## config.mk

```make
export PLATFORM = sky130hd
export DESIGN_NAME = id_crc_monitor
export DESIGN_NICKNAME = d
export VERILOG_FILES = /design/src/rtl/icm_pkg.sv /design/src/rtl/icm_crc_step.sv /design/src/rtl/icm_bit_counter.sv /design/src/rtl/id_crc_monitor.sv
export SDC_FILE = /design/constraint.sdc
export NUM_CORES = 1
export LEC_CHECK = 0
export BUFFER_PORTS_ARGS = -buffer_cell sky130_fd_sc_hd__buf_2
export CORE_MARGIN = 1
export CORE_UTILIZATION = 47
export DETAILED_ROUTE_END_ITERATION = 8
export GPL_ROUTABILITY_DRIVEN = 0
export GPL_TIMING_DRIVEN = 0
export PLACE_DENSITY = 0.77
export SYNTH_ARGS = -nofsm -noshare
export SYNTH_HDL_FRONTEND = slang
export SYNTH_SLANG_ARGS = --single-unit
```

## constraint.sdc

```tcl
create_clock -name clk -period 1.4 [get_ports clk]
set_clock_uncertainty 0.05 [all_clocks]
set_input_delay 0.07 -clock clk [delete_from_list [all_inputs] [get_ports clk]]
set_output_delay 0.07 -clock clk [all_outputs]
set_load 0.05 [all_outputs]
```

## src/rtl/icm_pkg.sv

```systemverilog
package icm_pkg;
   typedef enum logic {
      ICM_LSB_FIRST = 1'b0,
      ICM_MSB_FIRST = 1'b1
   } icm_order_e;

   localparam int unsigned ICM_CRC_W          = 8;
   localparam logic [7:0]  ICM_POLY_REFLECTED = 8'h8C;
   localparam int unsigned ICM_FRAME_BITS     = 64;
endpackage

```

## src/rtl/icm_crc_step.sv

```systemverilog
module icm_crc_step
   import icm_pkg::*;
#(
   parameter int unsigned    W         = ICM_CRC_W,
   parameter logic [W-1:0]   POLY_REFL = W'(ICM_POLY_REFLECTED),
   parameter icm_order_e     ORDER     = ICM_LSB_FIRST
) (
   input  logic [W-1:0] crc_q,
   input  logic         bit_in,
   output logic [W-1:0] crc_d
);
   function automatic logic [W-1:0] bit_reverse(input logic [W-1:0] v);
      logic [W-1:0] r;
      for (int i = 0; i < W; i++) r[i] = v[W-1-i];
      return r;
   endfunction

   localparam logic [W-1:0] POLY_NORM = bit_reverse(POLY_REFL);

   if (W < 2) begin : g_bad_width
      $error("icm_crc_step: W must be at least 2");
   end

   if (ORDER == ICM_LSB_FIRST) begin : g_lsb
      logic fb;
      assign fb = crc_q[0] ^ bit_in;
      for (genvar k = 0; k < W; k++) begin : g_tap
         if (k == W - 1) begin : g_top
            assign crc_d[k] = fb & POLY_REFL[k];
         end else begin : g_mid
            assign crc_d[k] = crc_q[k+1] ^ (fb & POLY_REFL[k]);
         end
      end
   end else begin : g_msb
      logic fb;
      assign fb = crc_q[W-1] ^ bit_in;
      for (genvar k = 0; k < W; k++) begin : g_tap
         if (k == 0) begin : g_bot
            assign crc_d[k] = fb & POLY_NORM[k];
         end else begin : g_mid
            assign crc_d[k] = crc_q[k-1] ^ (fb & POLY_NORM[k]);
         end
      end
   end
endmodule

```

## src/rtl/icm_bit_counter.sv

```systemverilog
module icm_bit_counter #(
   parameter int unsigned FRAME_BITS = 64,
   localparam int unsigned CNT_W     = $clog2(FRAME_BITS + 1)
) (
   input  logic clk,
   input  logic rst,
   input  logic clr,
   input  logic adv,
   output logic last
);
   localparam logic [CNT_W-1:0] LAST_IDX = CNT_W'(FRAME_BITS - 1);
   localparam logic [CNT_W-1:0] FULL     = CNT_W'(FRAME_BITS);

   if (FRAME_BITS < 2) begin : g_bad_frame
      $error("icm_bit_counter: FRAME_BITS must be at least 2");
   end

   logic [CNT_W-1:0] cnt_q;

   always_ff @(posedge clk) begin
      if (rst || clr) begin
         cnt_q <= '0;
      end else if (adv && (cnt_q != FULL)) begin
         cnt_q <= cnt_q + 1'b1;
      end
   end

   assign last = adv && (cnt_q == LAST_IDX);
endmodule

```

## src/rtl/id_crc_monitor.sv

```systemverilog
module id_crc_monitor
   import icm_pkg::*;
#(
   parameter int unsigned  W          = ICM_CRC_W,
   parameter logic [W-1:0] POLY_REFL  = W'(ICM_POLY_REFLECTED),
   parameter icm_order_e   ORDER      = ICM_LSB_FIRST,
   parameter int unsigned  FRAME_BITS = ICM_FRAME_BITS
) (
   input  logic         clk,
   input  logic         rst,
   input  logic         start,
   input  logic         bit_valid,
   input  logic         bit_in,
   output logic [W-1:0] crc,
   output logic         done,
   output logic         ok
);
   if (FRAME_BITS <= W) begin : g_bad_len
      $error("id_crc_monitor: frame must be longer than the CRC");
   end

   logic [W-1:0] crc_q;
   logic [W-1:0] crc_d;
   logic         last_bit;
   logic         done_q;
   logic         ok_q;
   logic         accept;

   assign accept = bit_valid && !start;

   icm_crc_step #(
      .W        (W),
      .POLY_REFL(POLY_REFL),
      .ORDER    (ORDER)
   ) u_step (
      .crc_q (crc_q),
      .bit_in(bit_in),
      .crc_d (crc_d)
   );

   icm_bit_counter #(
      .FRAME_BITS(FRAME_BITS)
   ) u_cnt (
      .clk (clk),
      .rst (rst),
      .clr (start),
      .adv (accept),
      .last(last_bit)
   );

   always_ff @(posedge clk) begin
      if (rst || start) begin
         crc_q  <= '0;
         done_q <= 1'b0;
         ok_q   <= 1'b0;
      end else begin
         done_q <= 1'b0;
         if (bit_valid) begin
            crc_q <= crc_d;
            if (last_bit) begin
               done_q <= 1'b1;
               ok_q   <= (crc_d == '0);
            end
         end
      end
   end

   assign crc  = crc_q;
   assign done = done_q;
   assign ok   = ok_q;
endmodule

```

==> metrics.csv <==
stage,metric,value,unit
outcome,status,finished with violations,
outcome,failing checks,design-rule violations,
power,Psw,0.205,mW
floorplan,Initial Util,51.8,%
sta,setup tns final,0,ps
layout,n_diodes,0,
synthesis,synthesized instance count,91,
synthesis,ys async rst share,0,%
cts,Worst-Skew Late Latency,290,ps
synthesis,"area leader, netlist",dfxtp_1,
cts,Sink Count,17,
routing,vias per cell,5.63,
cts,Num CTS Buffers,3,
setup_path,r2r worst-path depth,3,
sta,min Tclk post-route,1380,ps
power,Sequential Power Share,59.2,%
global_routing,"Remaining Overflow, GRT",0,
setup_path,worst path arrival time,1550,ps
synthesis,sequential area share after synthesis,42.1,%
global_routing,vias in the first global route,664,
power,PD cells,819,nW/um^2
synthesis,Synth top area share,42.1,%
floorplan,site row count,14,
sta,Final Hold Fails,0,
power,leakage power,0.402,nW
layout,Finished Cell Area,1020,sq um
routing,Wirelength per Cell,12.7,um
synthesis,yosys warns,0,
power,Tot Pwr,0.833,mW
synthesis,ys flop type,dfxtp_1,
sta,Tcrit/Tclk final,98.7,%
setup_path,crit end category,flip-flop,
layout,Total Nets Final,123,
sta,hold_ws,75.3,ps
routing,# DRC,6,
floorplan,Top Ports,15,
routing,Post-DRT Antenna Nets,0,
global_routing,antenna violations before repair,0,
layout,Filler cells,130,
sta,"Setup violations, final",0,
placement,Final HPWL DP,1090,um
worst_hold_path,worst hold path depth,4,
power,Peak supply drop,0.000622,V
worst_hold_path,Hold Path Class,primary input to flip-flop,
cts,clk buf depth,2,
synthesis,top post-synthesis cells by count,"dfxtp_1 (17), nand2_1 (10), nor2_1 (8)",
power,Comb power frac,9.4,%
cts,Worst-path clk slew,90,ps
floorplan,core area,1560,sq um
layout,area of the multi-input gates,449,sq um
cts,# H-tree levels,1,
floorplan,Die X,43.5,um
power,Int Power,0.628,mW
sta,Max-slew headroom,64.6,%
synthesis,syn_nets,98,
placement,# port buffers,14,
synthesis,top post-synthesis cells by area,"dfxtp_1 (42%), mux2i_1 (8.7%), buf_4 (4.6%), nand2_1 (4.6%), a21oi_1 (3.7%)",
synthesis,Syn Std Cell Area,808,sq um
synthesis,#FFs+latches synth,17,
cts,CTS root buffer,clkbuf_4,
placement,placed instance area,898,sq um
run,max cap viols,0,
global_routing,first-pass GRT wire length,2760,um
layout,area delta synth->final,25.9,%
cts,hold-fix buffer count after cts,0,
routing,drt total wl,1660,um
placement,DP Worst Slack,-54.9,ps
synthesis,top-count cell post-synth,dfxtp_1,
power,Net Sw Frac,24.6,%
power,clock power share,31.4,%
setup_path,CP Max Fanout,6,
synthesis,"EDFF count, synth",0,
routing,via count,738,
synthesis,Syn Area/Cell,8.88,sq um
floorplan,Die Ht,43.5,um
floorplan,die footprint,1890,sq um
sta,Slew @ Worst Pin,532,ps
setup_path,required time of the critical path,1570,ps
layout,share of cells above drive strength 1,33.9,%
global_routing,GRT Total Usage,19.6,%
sta,PnR worst setup slack,18.4,ps
synthesis,Netlist cell types,30,
cts,CTS tree,built,
sta,fin. max-slew vios,0,
setup_path,startpoint class of the critical path,flip-flop,
routing,DRT Pass-1 Iters,6,
routing,Starting DRT DRC Count,38,
setup_path,critical path class,flip-flop to flip-flop,
sta,RSZ-0062 raised after global routing,true,
global_routing,largest net degree at the start of global routing,11,
sta,f_max,0.724,GHz
layout,Register Area,349,sq um
layer usage:
metal | vias up | share of wire (%) | wire, um | track usage (%)
li1 | 371 | - | - | -
met1 | 339 | 46 | 771 | 25.3
met2 | 24 | 47 | 785 | 32.4
met3 | 4 | 4.7 | 78 | 2.50
met4 | 0 | 1.5 | 25 | 9.38
met5 | - | 0 | 0 | 0
state kept, by name, summed over array words and instances, names as in the netlist:
signal,cells
crc,8
u_cnt.cnt_q,7
done,1
ok,1
power by group through the flow:
stage	combinational (mW)	clock (mW)	sequential, mW
after global placement	0.0745	0	0.505
after detailed placement	0.0770	0	0.505
after CTS	0.0781	0.262	0.494
final	0.0784	0.261	0.493
after global routing	0.0864	0.282	0.494
after floorplan	0.0532	0	0.507
cells in the final DEF, fill, tap and decap left out, types with 2 or more instances in the layout:
cell type	synthesis	final
o22ai_1	2	2
a21oi_1	6	5
clkbuf_4	0	3
xor2_1	2	2
o21ai_0	2	2
dfxtp_2	0	4
clkbuf_1	1	2
buf_2	0	14
nand2_1	10	9
nand3b_1	3	3
dfxtp_1	17	12
buf_4	5	11
or3_1	2	2
nor2_1	8	8
inv_1	2	2
or4_1	3	3
mux2i_1	7	7
nand2b_1	3	3
nor4_1	2	2
worst max-delay path: stages (launching register included):
cell	delay, ps
dfxtp_2	350
nand3b_1	200
or4_1	580
a21oi_1	140
metrics by stage:
step / utilization, % / cells
global route: 65.2 / 131
floorplan: - / 91
global placement: 57.6 / 121
detailed placement: 57.6 / 121
finish: 65.2 / 131
CTS: 62.1 / 129
path summary, 6_finish.rpt:
kind / from / endpoint / slack (ps)
min reg2reg: ok$_SDFFE_PP0P_ / ok$_SDFFE_PP0P_ / 440
min: rst / u_cnt.cnt_q[0]$_SDFFE_PP0P_ / 80
max: u_cnt.cnt_q[2]$_SDFFE_PP0P_ / u_cnt.cnt_q[6]$_SDFFE_PP0P_ / 20
max reg2reg: u_cnt.cnt_q[2]$_SDFFE_PP0P_ / u_cnt.cnt_q[6]$_SDFFE_PP0P_ / 20
repair_timing:
item | in CTS | in global routing
gates resized for setup | 5 | 8
pin swaps | 1 | 4
setup endpoints to repair | 4 | 6
gates cloned | 0 | 0
buffers inserted | 4 | 2
kinds of logic after synthesis:
group	share of synthesized area, %
buffers and inverters	7.12
flip-flops	42.1
AO/OA/AOI/OAI	12.1
AND/OR/NAND/NOR	23.7
XOR/XNOR	3.25
multiplexers	8.67
adder cells (fa/ha/maj)	3.10
final cells by class:
| cell class | instances | share of cell area, % |
|---|---|---|
| tap | 16 | 1.97 |
| multi-input combinational | 64 | 44.2 |
| inverter | 2 | 0.738 |
| buffer | 8 | 4.92 |
| sequential | 17 | 34.3 |
| timing repair buffer | 20 | 11.3 |
| clock buffer | 4 | 2.58 |
(Power assumes the default switching activity.)
